### config.mk
export PLATFORM = sky130hd
export DESIGN_NAME = ctl_cell_engine
export DESIGN_NICKNAME = d
export VERILOG_FILES = /design/src/rtl/cce_pkg.sv /design/src/rtl/cce_decode.sv /design/src/rtl/cce_stamp.sv /design/src/rtl/ctl_cell_engine.sv
export SDC_FILE = /design/constraint.sdc
export NUM_CORES = 1
export LEC_CHECK = 0
export CAP_MARGIN = 15
export CORE_MARGIN = 2
export CORE_UTILIZATION = 41
export DETAILED_ROUTE_END_ITERATION = 10
export GPL_TIMING_DRIVEN = 0
export PLACE_DENSITY = 0.8
export RECOVER_POWER = 50
export SYNTH_ARGS = -nofsm -noshare
export SYNTH_HDL_FRONTEND = slang
export SYNTH_HIERARCHICAL = 1
export SYNTH_SLANG_ARGS = --single-unit
### constraint.sdc
create_clock -name clk -period 1.9 [get_ports clk]
set_input_delay 0.38 -clock clk [delete_from_list [all_inputs] [get_ports clk]]
set_output_delay 0.38 -clock clk [all_outputs]
set_load 0.1 [all_outputs]
### src/rtl/cce_pkg.sv
package cce_pkg;

    typedef enum logic [3:0] {
        ST_IDLE,
        ST_DECODE,
        ST_FWD,
        ST_TBL_WR,
        ST_TBL_RD,
        ST_TBL_WAIT,
        ST_OPT_WR,
        ST_CNT_RD,
        ST_CNT_WAIT,
        ST_REPLY
    } cce_state_e;

    typedef enum logic [2:0] {
        K_NONE,
        K_TBL_RD,
        K_TBL_WR,
        K_OPT_WR,
        K_OPT_RD,
        K_LINK_CNT,
        K_VC_CNT
    } cce_kind_e;

    localparam logic [7:0] OPC_TBL_RD   = 8'h01;
    localparam logic [7:0] OPC_TBL_WR   = 8'h02;
    localparam logic [7:0] OPC_OPT_WR   = 8'h03;
    localparam logic [7:0] OPC_OPT_RD   = 8'h04;
    localparam logic [7:0] OPC_LINK_CNT = 8'h05;
    localparam logic [7:0] OPC_VC_CNT   = 8'h06;
    localparam logic [7:0] OPC_RSP_FLAG = 8'h80;

endpackage

### src/rtl/cce_decode.sv
module cce_decode
    import cce_pkg::*;
#(
    parameter int          HDR_W    = 24,
    parameter logic [HDR_W-1:0] CTRL_HDR = 24'h00001F
) (
    input  logic [HDR_W-1:0] hdr,
    input  logic [7:0]       opcode,
    input  logic [7:0]       target,
    input  logic [7:0]       port_id,
    output logic             is_ctrl,
    output logic             for_me,
    output cce_kind_e        kind
);

    assign is_ctrl = (hdr == CTRL_HDR);
    assign for_me  = (target == port_id);

    always_comb begin
        case (opcode)
            OPC_TBL_RD:   kind = K_TBL_RD;
            OPC_TBL_WR:   kind = K_TBL_WR;
            OPC_OPT_WR:   kind = K_OPT_WR;
            OPC_OPT_RD:   kind = K_OPT_RD;
            OPC_LINK_CNT: kind = K_LINK_CNT;
            OPC_VC_CNT:   kind = K_VC_CNT;
            default:      kind = K_NONE;
        endcase
    end

endmodule

### src/rtl/cce_stamp.sv
module cce_stamp #(
    parameter int TS_W = 32
) (
    input  logic            clk,
    input  logic            rst_n,
    output logic [TS_W-1:0] ts
);

    localparam logic [TS_W-1:0] TS_STEP = 1;

    always_ff @(posedge clk or negedge rst_n) begin
        if (!rst_n) ts <= '0;
        else        ts <= ts + TS_STEP;
    end


    ts_step_chk: assert property (@(posedge clk) disable iff (!rst_n)
        rst_n |=> (ts == $past(ts) + TS_STEP));

endmodule

### src/rtl/ctl_cell_engine.sv
module ctl_cell_engine
    import cce_pkg::*;
#(
    parameter int               HDR_W    = 24,
    parameter logic [HDR_W-1:0] CTRL_HDR = 24'h00001F,
    parameter int               IDX_W    = 8,
    parameter int               DATA_W   = 32,
    parameter int               TS_W     = 32,
    parameter int               OPT_W    = 8
) (
    input  logic              clk,
    input  logic              rst_n,
    input  logic [7:0]        port_id,
    input  logic              ctrl_en,
    input  logic              in_valid,
    output logic              in_ready,
    input  logic [HDR_W-1:0]  in_hdr,
    input  logic [7:0]        in_opcode,
    input  logic [7:0]        in_target,
    input  logic [IDX_W-1:0]  in_index,
    input  logic [DATA_W-1:0] in_data,
    output logic              out_valid,
    output logic [HDR_W-1:0]  out_hdr,
    output logic [7:0]        out_opcode,
    output logic [7:0]        out_target,
    output logic [IDX_W-1:0]  out_index,
    output logic [DATA_W-1:0] out_data,
    output logic [TS_W-1:0]   out_stamp,
    output logic              rt_req,
    output logic              rt_we,
    output logic [IDX_W-1:0]  rt_addr,
    output logic [DATA_W-1:0] rt_wdata,
    input  logic [DATA_W-1:0] rt_rdata,
    output logic              cnt_rd,
    output logic              cnt_per_vc,
    output logic [IDX_W-1:0]  cnt_idx,
    input  logic [DATA_W-1:0] cnt_rdata,
    output logic [OPT_W-1:0]  hw_opts
);

    localparam int PAD_W = DATA_W - OPT_W;

    cce_state_e         state, next_state;
    logic [HDR_W-1:0]   hdr_q;
    logic [7:0]         op_q;
    logic [7:0]         tgt_q;
    logic [IDX_W-1:0]   idx_q;
    logic [DATA_W-1:0]  wdata_q;
    logic [DATA_W-1:0]  rsp_data_q;
    logic [TS_W-1:0]    rsp_stamp_q;
    logic [OPT_W-1:0]   opts_q;
    logic [TS_W-1:0]    ts;
    logic               is_ctrl, for_me;
    cce_kind_e          kind;

    cce_decode #(.HDR_W(HDR_W), .CTRL_HDR(CTRL_HDR)) u_decode (
        .hdr     (hdr_q),
        .opcode  (op_q),
        .target  (tgt_q),
        .port_id (port_id),
        .is_ctrl (is_ctrl),
        .for_me  (for_me),
        .kind    (kind)
    );

    cce_stamp #(.TS_W(TS_W)) u_stamp (
        .clk   (clk),
        .rst_n (rst_n),
        .ts    (ts)
    );

    // State register
    always_ff @(posedge clk or negedge rst_n) begin
        if (!rst_n) state <= ST_IDLE;
        else        state <= next_state;
    end

    // Transitions
    always_comb begin
        next_state = state;
        unique case (state)
            ST_IDLE:     if (in_valid) next_state = ST_DECODE;
            ST_DECODE: begin
                if (!is_ctrl || !ctrl_en) next_state = ST_IDLE;
                else if (!for_me)         next_state = ST_FWD;
                else begin
                    case (kind)
                        K_TBL_WR:   next_state = ST_TBL_WR;
                        K_TBL_RD:   next_state = ST_TBL_RD;
                        K_OPT_WR:   next_state = ST_OPT_WR;
                        K_OPT_RD:   next_state = ST_REPLY;
                        K_LINK_CNT: next_state = ST_CNT_RD;
                        K_VC_CNT:   next_state = ST_CNT_RD;
                        default:    next_state = ST_IDLE;
                    endcase
                end
            end
            ST_FWD:      next_state = ST_IDLE;
            ST_TBL_WR:   next_state = ST_IDLE;
            ST_TBL_RD:   next_state = ST_TBL_WAIT;
            ST_TBL_WAIT: next_state = ST_REPLY;
            ST_OPT_WR:   next_state = ST_IDLE;
            ST_CNT_RD:   next_state = ST_CNT_WAIT;
            ST_CNT_WAIT: next_state = ST_REPLY;
            ST_REPLY:    next_state = ST_IDLE;
            default:     next_state = ST_IDLE;
        endcase
    end

    // Captured cell fields and reply data
    always_ff @(posedge clk or negedge rst_n) begin
        if (!rst_n) begin
            hdr_q       <= '0;
            op_q        <= '0;
            tgt_q       <= '0;
            idx_q       <= '0;
            wdata_q     <= '0;
            rsp_data_q  <= '0;
            rsp_stamp_q <= '0;
            opts_q      <= '0;
        end else begin
            if (state == ST_IDLE && in_valid) begin
                hdr_q   <= in_hdr;
                op_q    <= in_opcode;
                tgt_q   <= in_target;
                idx_q   <= in_index;
                wdata_q <= in_data;
            end
            if (state == ST_DECODE) begin
                rsp_stamp_q <= '0;
                rsp_data_q  <= {{PAD_W{1'b0}}, opts_q};
            end
            if (state == ST_OPT_WR)   opts_q      <= wdata_q[OPT_W-1:0];
            if (state == ST_TBL_WAIT) rsp_data_q  <= rt_rdata;
            if (state == ST_CNT_RD)   rsp_stamp_q <= ts;
            if (state == ST_CNT_WAIT) rsp_data_q  <= cnt_rdata;
        end
    end

    // Outputs
    always_comb begin
        in_ready   = 1'b0;
        out_valid  = 1'b0;
        out_hdr    = hdr_q;
        out_opcode = op_q;
        out_target = tgt_q;
        out_index  = idx_q;
        out_data   = wdata_q;
        out_stamp  = '0;
        rt_req     = 1'b0;
        rt_we      = 1'b0;
        cnt_rd     = 1'b0;
        unique case (state)
            ST_IDLE:     in_ready = 1'b1;
            ST_FWD:      out_valid = 1'b1;
            ST_TBL_WR: begin
                rt_req = 1'b1;
                rt_we  = 1'b1;
            end
            ST_TBL_RD:   rt_req = 1'b1;
            ST_CNT_RD:   cnt_rd = 1'b1;
            ST_REPLY: begin
                out_valid  = 1'b1;
                out_hdr    = CTRL_HDR;
                out_opcode = op_q | OPC_RSP_FLAG;
                out_target = port_id;
                out_data   = rsp_data_q;
                out_stamp  = rsp_stamp_q;
            end
            default: ;
        endcase
    end

    assign rt_addr    = idx_q;
    assign rt_wdata   = wdata_q;
    assign cnt_idx    = idx_q;
    assign cnt_per_vc = (op_q == OPC_VC_CNT);
    assign hw_opts    = opts_q;


    disabled_drop_chk: assert property (@(posedge clk) disable iff (!rst_n)
        (state == ST_DECODE && !ctrl_en) |=> (state == ST_IDLE && !out_valid));


    forward_chk: assert property (@(posedge clk) disable iff (!rst_n)
        (state == ST_DECODE && is_ctrl && ctrl_en && !for_me)
            |=> (out_valid && out_opcode == $past(op_q) && out_target == $past(tgt_q)));


    tbl_single_chk: assert property (@(posedge clk) disable iff (!rst_n)
        rt_req |=> !rt_req);


    stamp_snap_chk: assert property (@(posedge clk) disable iff (!rst_n)
        cnt_rd |=> (rsp_stamp_q == $past(ts)));


    reply_hdr_chk: assert property (@(posedge clk) disable iff (!rst_n)
        out_valid |-> (out_hdr == CTRL_HDR));


    busy_chk: assert property (@(posedge clk) disable iff (!rst_n)
        out_valid |-> !in_ready);


    one_beat_chk: assert property (@(posedge clk) disable iff (!rst_n)
        out_valid |=> !out_valid);

endmodule

==> impl_metrics.tcl <==
set metrics [dict create \
    drt_wl_total_um 28850 \
    yosysSeqAreaShare 0.5206 \
    whs_endpoint "u_stamp/ts[31]" \
    crit_path_top_delay_cell "dfrtp_1" \
    hold_viol_final 0 \
    worstHoldPathType "reg2reg" \
    ys_warn_count 6 \
    synthArstFlopShare 1.000 \
    irDropWorstVdd_v 0.001803 \
    grt_max_degree 109 \
    synth.area.top_cells "dfrtp_1, mux2_2, a22o_1" \
    synth.avg_cell_area_um2 12.35 \
    io-pin-count 330 \
    min_from "u_stamp/ts[31]" \
    gp_congestion 0.8337 \
    wl_per_cell_um 20.41 \
    path_common_cell "buf_12" \
    grt_first_pass_wirelength_um 43640 \
    num-nets-final 1279 \
    grt_util_all_layers 0.2401 \
    critical_path_class "reg2out" \
    cts_tree "done" \
    via_count 7403 \
    grt_pass1_vias 7716 \
    endpoint_kind "output port" \
    finClkSkew_ns 0.009581 \
    final.period_utilization 1.316 \
    synthCells 732 \
    power_density_nw_per_um2 1867 \
    path_cells "buf_6, and4bb_4, buf_12, buf_12, mux2_4, buf_12" \
    slew_headroom 0.2040 \
    setup_viol 109 \
    cts_buffers 17 \
    reg2reg_to "u_stamp/ts[31]" \
    cp_data_arrival_time_ns 2.12 \
    violations "setup timing" \
    post-place-cells 1342 \
    hold_depth 1 \
    start_util 0.4154 \
    fp.dieW_um 152.5 \
    dpl_cell_area_um2 13300 \
    clock-sinks 188 \
    drive_gt1_frac 0.4793 \
    crit_required_ns 1.52 \
    fin_crit_ns 2.501 \
    post-route-drc-count 0 \
    syn_to_final_growth_pct 72.67 \
    syn-num-nets 889 \
    critPathLaunchType "flip-flop" \
    final_cell_mix "dfrtp_1, clkdlybuf4s50_1, buf_12, mux2_2, clkdlybuf4s15_2" \
    ant_nets 0 \
    fmaxAchievable_ghz 0.3999 \
    cts-root-buf "clkbuf_16" \
    rr_startpoint "u_stamp/ts[0]" \
    cap_violations 0 \
    clk_latency_ns 0.42 \
    synthFlopType "dfrtp_1" \
    clkSlewWorstSetupHoldPaths_ns 0.07 \
    die_h_um 152.5 \
    synth.distinct_cells 56 \
    cp_max_fo 10 \
    antenna_found_initial 1 \
    final_max_slew_viol_count 0 \
    r2r_cells 5 \
    post_layout_nonfiller_instances 1414 \
    setup_ws_ns -0.6009 \
    rsz0062_at_grt "true" \
    htree_levels 4 \
    overflow 0 \
    port_buffers 329 \
    leakage_nw 7.033 \
    die-area_um2 23250 \
    synth_edf_count 0 \
    max_stage_delay_ns 0.40 \
    core_area_um2 21760 \
    hpwlAfterDp_um 19600 \
    firstDrtPassIters 4 \
    worstMarginPinSlew_ns 1.194 \
    fin_area_um2 15610 \
    status "finished, violations left" \
    vias_per_cell 5.236 \
    dp_slack_ns -1.182 \
    drt_iter0_markers 272 \
    clock_path_buffers 2 \
    synth_seq_cells 188 \
    synth_area_leader_cell "dfrtp_1" \
    synth_top_cell_area_share 0.5206 \
    core.rowCount 54 \
    final_common_cell "dfrtp_1" \
    synth_area_um2 9037 \
    r2r_slack_ns -0.06 \
]
## cells by family after synthesis
| group | count (synthesis) | share of synthesized area |
|---|---|---|
| and+or+nand+nor | 213 | 0.1451 |
| DFF | 188 | 0.5206 |
| muxes | 128 | 0.1595 |
| AOI/OAI and AO/OA | 83 | 0.07698 |
| buffers and inverters | 78 | 0.05676 |
| xor gates and xnor gates | 41 | 0.03973 |
| adders and majority gates | 1 | 0.001384 |
## per-layer routing
| metal | wire length, um | part of all wire | track usage |
|---|---|---|---|
| met5 | 0 | 0 | 0 |
| met4 | 552 | 0.019 | 0.07363 |
| met3 | 1631 | 0.057 | 0.06058 |
| met2 | 15380 | 0.53 | 0.4286 |
| met1 | 11290 | 0.39 | 0.2858 |
## worst max path at each step
| stage | from | to | slack, ns | cells after the start |
|---|---|---|---|---|
| 6_report | state[1] | out_data[9] | -0.60 | 6 |
| 5_1_grt | state[1] | out_data[9] | -0.65 | 6 |
| 4_1_cts | state[1] | out_stamp[11] | -0.61 | 7 |
| 3_5_place_dp | state[1] | out_stamp[0] | -1.18 | 7 |
| 3_3_place_gp | rst_n | rt_wdata[10] | -7.42 | 1 |
| 2_1_floorplan | state[1] | cnt_idx[6] | -0.64 | 5 |
## cells in the mapped netlist (2+ instances only)
| library cell | count |
|---|---|
| or2_2 | 7 |
| buf_2 | 25 |
| nor4_2 | 5 |
| or3_1 | 4 |
| xnor2_1 | 19 |
| nand4_1 | 6 |
| buf_6 | 12 |
| and4_1 | 4 |
| nor4_1 | 8 |
| a221o_1 | 8 |
| nand3_2 | 2 |
| o221a_1 | 6 |
| and3_1 | 5 |
| nor2b_1 | 22 |
| xor2_1 | 22 |
| or3b_1 | 2 |
| nor2_1 | 10 |
| o21ai_0 | 4 |
| nand2_1 | 42 |
| buf_4 | 26 |
| nor4_4 | 2 |
| inv_1 | 7 |
| a21oi_1 | 4 |
| nand3_1 | 36 |
| clkbuf_1 | 6 |
| a22o_1 | 32 |
| a22oi_1 | 24 |
| or4_1 | 3 |
| dfrtp_1 | 188 |
| nor3_1 | 5 |
| nand2b_1 | 3 |
| o221a_2 | 2 |
| and2_1 | 32 |
| mux2_2 | 106 |
| mux2_1 | 22 |
## critical path, delay by kind of cell (launching register included)
family | cells | cell delay (ns)
mux | 1 | 0.33
simple gates | 1 | 0.35
buf+inv | 4 | 0.62
flops | 1 | 0.40
## report_power, final
group / switching (mW) / total, mW / internal, mW
Clock: 1.62 / 3.45 / 1.84
Combinational: 13.3 / 19.8 / 6.53
Sequential: 0.917 / 5.89 / 4.97
## sequential cells by signal, summed over array words and instances, names as in the netlist, 8 cells and up
register,count
rsp_data_q,32
cnt_idx,8
rt_wdata,32
rsp_stamp_q,32
u_stamp/ts,32
hdr_q,24
hw_opts,8
op_q,8
tgt_q,8
## stage by stage
step | util | setup TNS [ns] | power (mW) | hold slack (ns)
after floorplan | - | -54.03 | 19.67 | 0.08441
after global placement | 0.6100 | -1497.55 | 23.50 | 0.4590
after detailed placement | 0.6115 | -106.79 | 23.63 | 0.4064
after CTS | 0.6990 | -55.24 | 28.90 | 0.4699
after global routing | 0.7173 | -78.07 | 29.99 | 0.5111
final | 0.7173 | -53.46 | 29.14 | 0.4974
## what timing repair did
action / CTS / global route
endpoints found under the hold margin: 80 / 0
hold buffers: 1 / 0
setup endpoints to repair: 177 / 191
gates resized for setup: 1165 / 112
pin swaps: 4 / 17
setup buffers: 13 / 28
gates cloned: 2 / 5
## cell type report
cell class,count,area (um2)
antenna,1,2.502
buffer,67,665.6
clock buffer,17,425.4
clock inverter,13,132.6
fill,1435,6151
inverter,7,26.28
multi-input combinational,467,4451
sequential,188,4710
tap,280,350.3
timing repair buffer,374,4842
Power figures use the tool's default switching activity.
